==> src/rtl/gpb_pkg.sv <==
package gpb_pkg;
  localparam int unsigned WORD_W = 32;

  localparam logic [2:0] ADR_DIR = 3'd0;
  localparam logic [2:0] ADR_OUT = 3'd1;
  localparam logic [2:0] ADR_IN  = 3'd2;
  localparam logic [2:0] ADR_PEN = 3'd3;
  localparam logic [2:0] ADR_PUP = 3'd4;

  typedef struct packed {
    logic dir;   // 1 = input
    logic out;
    logic pen;
    logic pup;
  } pin_cfg_t;

  localparam pin_cfg_t CFG_RESET = '{dir: 1'b1, out: 1'b0, pen: 1'b0, pup: 1'b0};
endpackage

==> src/rtl/gpb_sync.sv <==
module gpb_sync #(
  parameter int unsigned W = 8
) (
  input  logic         clk,
  input  logic         rst_n,
  input  logic [W-1:0] d,
  output logic [W-1:0] q
);
  logic [W-1:0] stage1;

  always_ff @(posedge clk) begin
    if (!rst_n) begin
      stage1 <= '0;
      q      <= '0;
    end else begin
      stage1 <= d;
      q      <= stage1;
    end
  end

  // checker-side age counter: two edges seen since reset released
  logic [1:0] warm;
  always_ff @(posedge clk) begin
    if (!rst_n)               warm <= 2'd0;
    else if (warm != 2'd2)    warm <= warm + 2'd1;
  end

  a_r4_two_stage: assert property (@(posedge clk) disable iff (!rst_n)
    (warm == 2'd2) |-> (q == $past(d, 2)));
endmodule

==> src/rtl/gpb_pin_cell.sv <==
module gpb_pin_cell
  import gpb_pkg::*;
#(
  parameter bit SHARED = 1'b0
) (
  input  logic       clk,
  input  logic       rst_n,
  input  logic       wr,
  input  logic [2:0] waddr,
  input  logic       w_g,   // bit from the GPIO-word position
  input  logic       w_p,   // bit from the enable position
  input  logic       w_u,   // bit from the up/down position
  output pin_cfg_t   cfg
);
  localparam logic [2:0] PUP_ADR = SHARED ? ADR_PEN : ADR_PUP;

  always_ff @(posedge clk) begin
    if (!rst_n) begin
      cfg <= CFG_RESET;
    end else if (wr) begin
      if (waddr == ADR_DIR) cfg.dir <= w_g;
      if (waddr == ADR_OUT) cfg.out <= w_g;
      if (waddr == ADR_PEN) cfg.pen <= w_p;
      if (waddr == PUP_ADR) cfg.pup <= w_u;
    end
  end

  // a write to the input word touches no stored bit
  a_r5_in_write_inert: assert property (@(posedge clk) disable iff (!rst_n)
    (wr && waddr == ADR_IN) |=> ($stable(cfg.dir) && $stable(cfg.out) &&
                                 $stable(cfg.pen) && $stable(cfg.pup)));

  // up/down bit is loaded from whichever word the layout picks
  a_r7_pup_source: assert property (@(posedge clk) disable iff (!rst_n)
    (wr && waddr == PUP_ADR) |=> (cfg.pup == $past(w_u)));
endmodule

==> src/rtl/gpio_cfg_bank.sv <==
module gpio_cfg_bank
  import gpb_pkg::*;
#(
  parameter int unsigned NUM_PINS    = 12,
  parameter int unsigned NUM_BANKS   = 2,
  parameter bit          PULL_SHARED = 1'b0,
  parameter logic [8*NUM_BANKS-1:0] BANK_FIRST = {8'd6,  8'd0},
  parameter logic [8*NUM_BANKS-1:0] BANK_LAST  = {8'd11, 8'd5},
  parameter logic [8*NUM_BANKS-1:0] GPIO_BIT   = {8'd16, 8'd0},
  parameter logic [8*NUM_BANKS-1:0] PEN_BIT    = {8'd8,  8'd0},
  parameter logic [8*NUM_BANKS-1:0] PUP_BIT    = {8'd24, 8'd16}
) (
  input  logic                clk,
  input  logic                rst_n,
  input  logic                bus_wr,
  input  logic [2:0]          bus_addr,
  input  logic [WORD_W-1:0]   bus_wdata,
  output logic [WORD_W-1:0]   bus_rdata,
  input  logic [NUM_PINS-1:0] pad_in,
  output logic [NUM_PINS-1:0] pad_out,
  output logic [NUM_PINS-1:0] pad_oe,
  output logic [NUM_PINS-1:0] pad_pull_en,
  output logic [NUM_PINS-1:0] pad_pull_up
);
  function automatic int bank_of(int p);
    int k_hit = 0;
    for (int k = 0; k < NUM_BANKS; k++)
      if (p >= int'(BANK_FIRST[8*k +: 8]) && p <= int'(BANK_LAST[8*k +: 8]))
        k_hit = k;
    return k_hit;
  endfunction

  function automatic int bit_at(logic [8*NUM_BANKS-1:0] base, int p);
    int k = bank_of(p);
    return int'(base[8*k +: 8]) + p - int'(BANK_FIRST[8*k +: 8]);
  endfunction

  logic [NUM_PINS-1:0] in_sync;
  logic [WORD_W-1:0]   contrib [NUM_PINS];

  gpb_sync #(.W(NUM_PINS)) u_sync (
    .clk  (clk),
    .rst_n(rst_n),
    .d    (pad_in),
    .q    (in_sync)
  );

  for (genvar p = 0; p < NUM_PINS; p++) begin : g_pin
    localparam int GB = bit_at(GPIO_BIT, p);
    localparam int PB = bit_at(PEN_BIT, p);
    localparam int UB = bit_at(PUP_BIT, p);
    pin_cfg_t cfg;

    gpb_pin_cell #(.SHARED(PULL_SHARED)) u_cell (
      .clk  (clk),
      .rst_n(rst_n),
      .wr   (bus_wr),
      .waddr(bus_addr),
      .w_g  (bus_wdata[GB]),
      .w_p  (bus_wdata[PB]),
      .w_u  (bus_wdata[UB]),
      .cfg  (cfg)
    );

    assign pad_out[p]     = cfg.out;
    assign pad_oe[p]      = ~cfg.dir;
    assign pad_pull_en[p] = cfg.pen;
    assign pad_pull_up[p] = cfg.pup;

    always_comb begin
      contrib[p] = '0;
      case (bus_addr)
        ADR_DIR: contrib[p][GB] = cfg.dir;
        ADR_OUT: contrib[p][GB] = cfg.out;
        ADR_IN:  contrib[p][GB] = in_sync[p];
        ADR_PEN: begin
          contrib[p][PB] = cfg.pen;
          if (PULL_SHARED) contrib[p][UB] = cfg.pup;
        end
        ADR_PUP: if (!PULL_SHARED) contrib[p][UB] = cfg.pup;
        default: ;
      endcase
    end

    // pad drive follows the direction bit written one cycle earlier
    a_r2_oe_after_write: assert property (@(posedge clk) disable iff (!rst_n)
      (bus_wr && bus_addr == ADR_DIR) |=> (pad_oe[p] == !$past(bus_wdata[GB])));

    // driven level follows the output bit written one cycle earlier
    a_r3_out_after_write: assert property (@(posedge clk) disable iff (!rst_n)
      (bus_wr && bus_addr == ADR_OUT) |=> (pad_out[p] == $past(bus_wdata[GB])));
  end

  always_comb begin
    bus_rdata = '0;
    for (int p = 0; p < NUM_PINS; p++) bus_rdata = bus_rdata | contrib[p];
  end

  logic unused_wdata;
  assign unused_wdata = ^bus_wdata;

  // addresses above the map read as zero
  a_r10_hole_reads_zero: assert property (@(posedge clk) disable iff (!rst_n)
    (bus_addr > ADR_PUP) |-> (bus_rdata == '0));
endmodule

==> config.mk <==
export PLATFORM = sky130hd
export DESIGN_NAME = gpio_cfg_bank
export DESIGN_NICKNAME = d
export VERILOG_FILES = /design/src/rtl/gpb_pkg.sv /design/src/rtl/gpb_sync.sv /design/src/rtl/gpb_pin_cell.sv /design/src/rtl/gpio_cfg_bank.sv
export SDC_FILE = /design/constraint.sdc
export NUM_CORES = 1
export LEC_CHECK = 0
export BUFFER_PORTS_ARGS = -buffer_cell sky130_fd_sc_hd__buf_2
export CORE_AREA = 4 4 90 92
export DETAILED_ROUTE_END_ITERATION = 12
export DIE_AREA = 0 0 94 96
export MAX_ROUTING_LAYER = met4
export PLACE_DENSITY = 0.83
export SYNTH_ARGS = -nofsm -noshare
export SYNTH_HDL_FRONTEND = slang
export SYNTH_HIERARCHICAL = 1
export SYNTH_SLANG_ARGS = --single-unit
==> constraint.sdc <==
create_clock -name clk -period 1.7 [get_ports clk]
set_clock_uncertainty 0.1 [all_clocks]
set_input_delay 0.255 -clock clk [delete_from_list [all_inputs] [get_ports clk]]
set_output_delay 0.255 -clock clk [all_outputs]
set_load 0.03 [all_outputs]
# Word-level counts from Yosys, hierarchy flattened
# Cells that the tools add are included.
[totals] inputBits=50 output_inout_bits=80 reg_bits=72 wordCells=112
[op_classes] n_eq_ne=4 n_mux=30 reduce_logical=5 bitwise=23
[op_table] op="29-bit by 30-bit bitwise OR with 30-bit output" count=1
[op_table] op="28-bit by 29-bit bitwise OR with 29-bit output" count=1
[op_table] op="27-bit by 28-bit bitwise OR with 28-bit output" count=1
[op_table] op="26-bit by 27-bit bitwise OR with 27-bit output" count=1
[op_table] op="25-bit by 26-bit bitwise OR with 26-bit output" count=1
[op_table] op="22-bit by 25-bit bitwise OR with 25-bit output" count=1
[op_table] op="1-bit case mux with 4 select lines" count=6
[op_table] op="21-bit by 22-bit bitwise OR with 22-bit output" count=1
[op_table] op="20-bit by 21-bit bitwise OR with 21-bit output" count=1
[op_table] op="19-bit by 20-bit bitwise OR with 20-bit output" count=1
[op_table] op="18-bit by 19-bit bitwise OR with 19-bit output" count=1
[op_table] op="1-bit two-way mux" count=18
[op_table] op="17-bit by 18-bit bitwise OR with 18-bit output" count=1
[op_table] op="1-bit case mux with 3 select lines" count=6
[op_table] op="1-bit NOT" count=12
[op_table] op="2-bit AND reduction" count=4
[op_table] op="3-bit by 2-bit == test with 1-bit output, second input constant" count=2
[op_table] op="3-bit by 1-bit == test with 1-bit output, second input constant" count=1
[op_table] op="3-bit == test, second input constant" count=1
[op_table] op="3-bit logical NOT" count=1

# Logic depth before layout (Yosys ltp)
[depth] word_depth=13 depth_mapped=4 depth_no_buf=2

# Modules after synthesis
# The synthesis kept the hierarchy.
[by_module_without_submodules] module="gpb_pin_cell" n_inst=12 cells_per_inst=20 seq_area_each_um2=80.1 area_per_inst_um2=203.9
[by_module_without_submodules] module="gpio_cfg_bank" n_inst=1 cells_per_inst=89 seq_area_each_um2=0.0 area_per_inst_um2=704.4
[by_module_without_submodules] module="gpb_sync" n_inst=1 cells_per_inst=50 seq_area_each_um2=480.5 area_per_inst_um2=675.6

# Worst setup path before layout
# Ideal clock, no wire load.
[synth_timing] path_type="input to output" start="in bus_addr[2]" end="out bus_rdata[20]" t_arrival_ns=1.249 n_path_buf=2 path_slack_ns=0.096 stages=4 required_ns=1.345 cell_sequence="buf_6 > or2_1 > buf_2 > o211ai_1"
[synth_between] elab_chain_cells=10
[synth_rtl] item="start: declaration" line_no="gpio_cfg_bank.sv:16" source="input logic [2:0] bus_addr,"
[synth_rtl] item="3-bit == test" line_no="gpio_cfg_bank.sv:72" source="case (bus_addr)"
[synth_rtl] item="1-bit two-way mux" line_no="gpio_cfg_bank.sv:72"
[synth_rtl] item="20-bit by 21-bit bitwise OR with 21-bit output" line_no="gpio_cfg_bank.sv:96" source="for (int p = 0; p < NUM_PINS; p++) bus_rdata = bus_rdata | contrib[p];"
[synth_rtl] item="21-bit by 22-bit bitwise OR with 22-bit output" line_no="gpio_cfg_bank.sv:96"
[synth_rtl] item="22-bit by 25-bit bitwise OR with 25-bit output" line_no="gpio_cfg_bank.sv:96"
[synth_rtl] item="25-bit by 26-bit bitwise OR with 26-bit output" line_no="gpio_cfg_bank.sv:96"
[synth_rtl] item="26-bit by 27-bit bitwise OR with 27-bit output" line_no="gpio_cfg_bank.sv:96"
[synth_rtl] item="27-bit by 28-bit bitwise OR with 28-bit output" line_no="gpio_cfg_bank.sv:96"
[synth_rtl] item="28-bit by 29-bit bitwise OR with 29-bit output *" line_no="gpio_cfg_bank.sv:96"
[synth_rtl] item="29-bit by 30-bit bitwise OR with 30-bit output *" line_no="gpio_cfg_bank.sv:96"
[synth_rtl] item="end: declaration" line_no="gpio_cfg_bank.sv:18" source="output logic [WORD_W-1:0] bus_rdata,"
# Mark *: on every way between the ends. The rest lies on a longest branch, timed or not.

# Final worst setup path
[layout_timing] start="reg g_pin[9].u_cell/cfg[3] (netlist name)" end="out bus_rdata[19]"
[layout_between] elab_chain_cells=4
[layout_rtl] item="1-bit case mux with 3 select lines" line_no="gpio_cfg_bank.sv:72"
[layout_rtl] item="27-bit by 28-bit bitwise OR with 28-bit output" line_no="gpio_cfg_bank.sv:96"
[layout_rtl] item="28-bit by 29-bit bitwise OR with 29-bit output" line_no="gpio_cfg_bank.sv:96"
[layout_rtl] item="29-bit by 30-bit bitwise OR with 30-bit output" line_no="gpio_cfg_bank.sv:96"
# Every way passes these cells.

==> results.yml <==
die:
  die-area_sq_um: 9024
  start_util_pct: 53.05
  fp-row-count: 31
  die_x_um: 94
  die_h_um: 96
  core_sq_um: 7214
  io_pins: 130
synth:
  synthTopCellsByCount: "72 x dfxtp_1, 72 x nand2_1, 62 x mux2i_1"
  synth_top_area_share_pct: 37.66
  synth_top_family_by_area: "simple AND/OR/NAND/NOR gates"
  synth_cell_types: 27
  yosys.area_share.xor_xnor_pct: 0
  synth_area_sq_um: 3827
  seq_area_frac_synth_pct: 37.66
  synth_fa_ha_area_share_pct: 0
  synth-simple-area-share_pct: 37.37
  ys_warn_count: 6
  synth-seq-cells: 72
  synthTopCellsByArea: "dfxtp_1 38%, mux2i_1 16%, and4bb_2 7.8%"
  synth_ff_type: "dfxtp_1"
  synth_edf_count: 0
  netlist_instances: 379
  async_flop_share_pct: 0
  synth_compound_area_share_pct: 2.288
  syn_avg_cell_area_sq_um: 10.10
  synthMuxAreaShare_pct: 17.49
  yosys.area.top_type: "dfxtp_1"
cells_and_area:
  area_growth_syn_to_layout_pct: 30.43
  nets: 572
  fin_area_sq_um: 4992
  drive_gt1_share_pct: 43.26
  n_antenna_cell: 0
  postLayoutCoreUtil_pct: 69.20
status:
  failed_checks: "negative setup slack"
  status: "finished, violations left"
global_routing:
  antenna_found_initial: 0
  grt_pass1_wl_um: 14200
  gr-usage-met3_pct: 3.597
  use_met1_pct: 24.47
  met2_usage_pct: 33.89
  grt_busiest_layer: "met2"
  grt_max_degree: 49
  track_usage_pct: 20.05
  grt_pass1_vias: 3067
  gr-total-overflow: 0
place:
  io_buffers: 113
  place_area_sq_um: 4653
  pre_cts_slack_ns: -0.1216
  hpwl_um: 6125
  routabilityCongestion: 0.8097
drt:
  ant_nets: 0
  routedWlPerCell_um: 14.23
  drcViolationCount: 0
  drt-initial-drc-count: 127
  wirelength_um: 8905
  via_per_inst: 5.214
  drt_pass1_iterations: 5
  vias: 3264
power:
  power.leakage_nw: 2.399
  p_per_area_nw_per_um2: 817.0
  vdd_drop_max_v: 0.0005931
timing:
  fin_ws_ns: -0.004380
  drv_slew: 0
  setup_violations: 1
  period_needed_ns: 1.704
  grt_setup_unrepaired: "true"
  final-hold-violation-count: 0
  timing.fmax_mhz: 586.7
  fin_crit_sh_pct: 100.3
run:
  drv_cap: 0
clock_tree:
  cts_buffers: 9
  clock_sinks: 72
  clkSlewWorstSetupHoldPaths_ns: 0.08
  holdBufCountCts: 0
  root_buffer: "clkbuf_8"
  htreeDepth: 3
  cts_buffer_depth: 2
  cts_tree: "done"
  clkLatencyLatePin_ns: 0.33
setup_path:
  cp-start-kind: "flop"
  cp.arrival_ns: 1.35
  cp_max_fo: 2
  worstSetupPathType: "reg -> out"
  required_ns: 1.34
  cp-end-kind: "output port"
min_path:
  hold_class: "in -> reg"
metal layers:
metal | vias up | routed length (um)
li1 | 1617 | -
met1 | 1526 | 4054
met2 | 112 | 4209
met3 | 9 | 556
met4 | 0 | 85
met5 | - | 0
critical path: stages (launching register included):
cell     delay (ns)
dfxtp_2        0.33
mux2_4         0.26
a211o_1        0.28
buf_6          0.15
path summary, 6_finish.rpt:
check	start	end	slack (ns)	depth (start not counted)
worst max register to register	g_pin[6].u_cell/cfg[3]	g_pin[6].u_cell/cfg[3]	0.85	3
worst min register to register	u_sync/stage1[8]	u_sync/q[8]	0.34	1
worst max-delay path	g_pin[9].u_cell/cfg[3]	bus_rdata[19]	-0.004	3
worst min-delay path	pad_in[1]	u_sync/stage1[1]	0.03	2
flip-flops by register name, indices dropped and copies added (netlist names):
| signal | cells |
|---|---|
| g_pin.u_cell/cfg | 48 |
| u_sync/q | 12 |
| u_sync/stage1 | 12 |
final cells by class:
type                            instances  area, sq um
Timing Repair Buffer                  143        885.9
Sequential cell                        72         1449
Clock inverter                          6        113.9
Fill cell                             591         2222
Multi-Input combinational cell        284         2237
Clock buffer                           10        137.6
Tap cell                               99        123.9
Inverter                               12        45.04
report_power, final:
group	total (mW)	leakage (nW)	switching (mW)	internal [mW]
registers	1.76	0.587	0.0237	1.74
clock network	1.69	0.119	0.671	1.02
logic	0.627	1.69	0.356	0.271
cell families (layout without fill, tap and decap cells):
kind of cell / Yosys count / count (layout)
buffers and inverters: 30 / 171
muxes: 66 / 66
AOI/OAI and AO/OA: 12 / 12
and+or+nand+nor: 198 / 198
other: 1 / 8
DFF: 72 / 72
placed cells by master (no fill, tap or decap), types with 4 or more instances in the layout:
cell,count
and4bb_1,5
and4bb_2,24
buf_12,5
nor4b_2,12
o22ai_1,6
and2_1,12
mux2i_1,62
buf_2,106
buf_6,4
dfxtp_2,6
clkbuf_8,10
and3_1,6
conb_1,8
nand4b_1,12
a211o_1,4
dfxtp_1,66
and2_2,18
buf_4,28
inv_1,12
nand2_1,72
nor2b_1,24
nand4bb_1,4
stage by stage:
step / instances / hold slack, ns / total power, mW / TNS [ns]
after floorplan: 386 / 0.2823 / 2.148 / 0
after global placement: 606 / 0.3172 / 2.391 / -0.6339
after detailed placement: 606 / 0.3191 / 2.406 / -0.9663
after CTS: 626 / 0.01450 / 4.102 / -0.01719
after global routing: 626 / 0.01814 / 4.217 / -0.1652
final: 626 / 0.02535 / 4.079 / -0.004380
what timing repair did:
item,in CTS,in global routing
gates cloned,0,0
endpoints found under the setup margin,18,11
setup buffers,4,0
resized for setup,18,3
pin swaps,3,0
No activity file was read; power rests on OpenSTA's default activity.
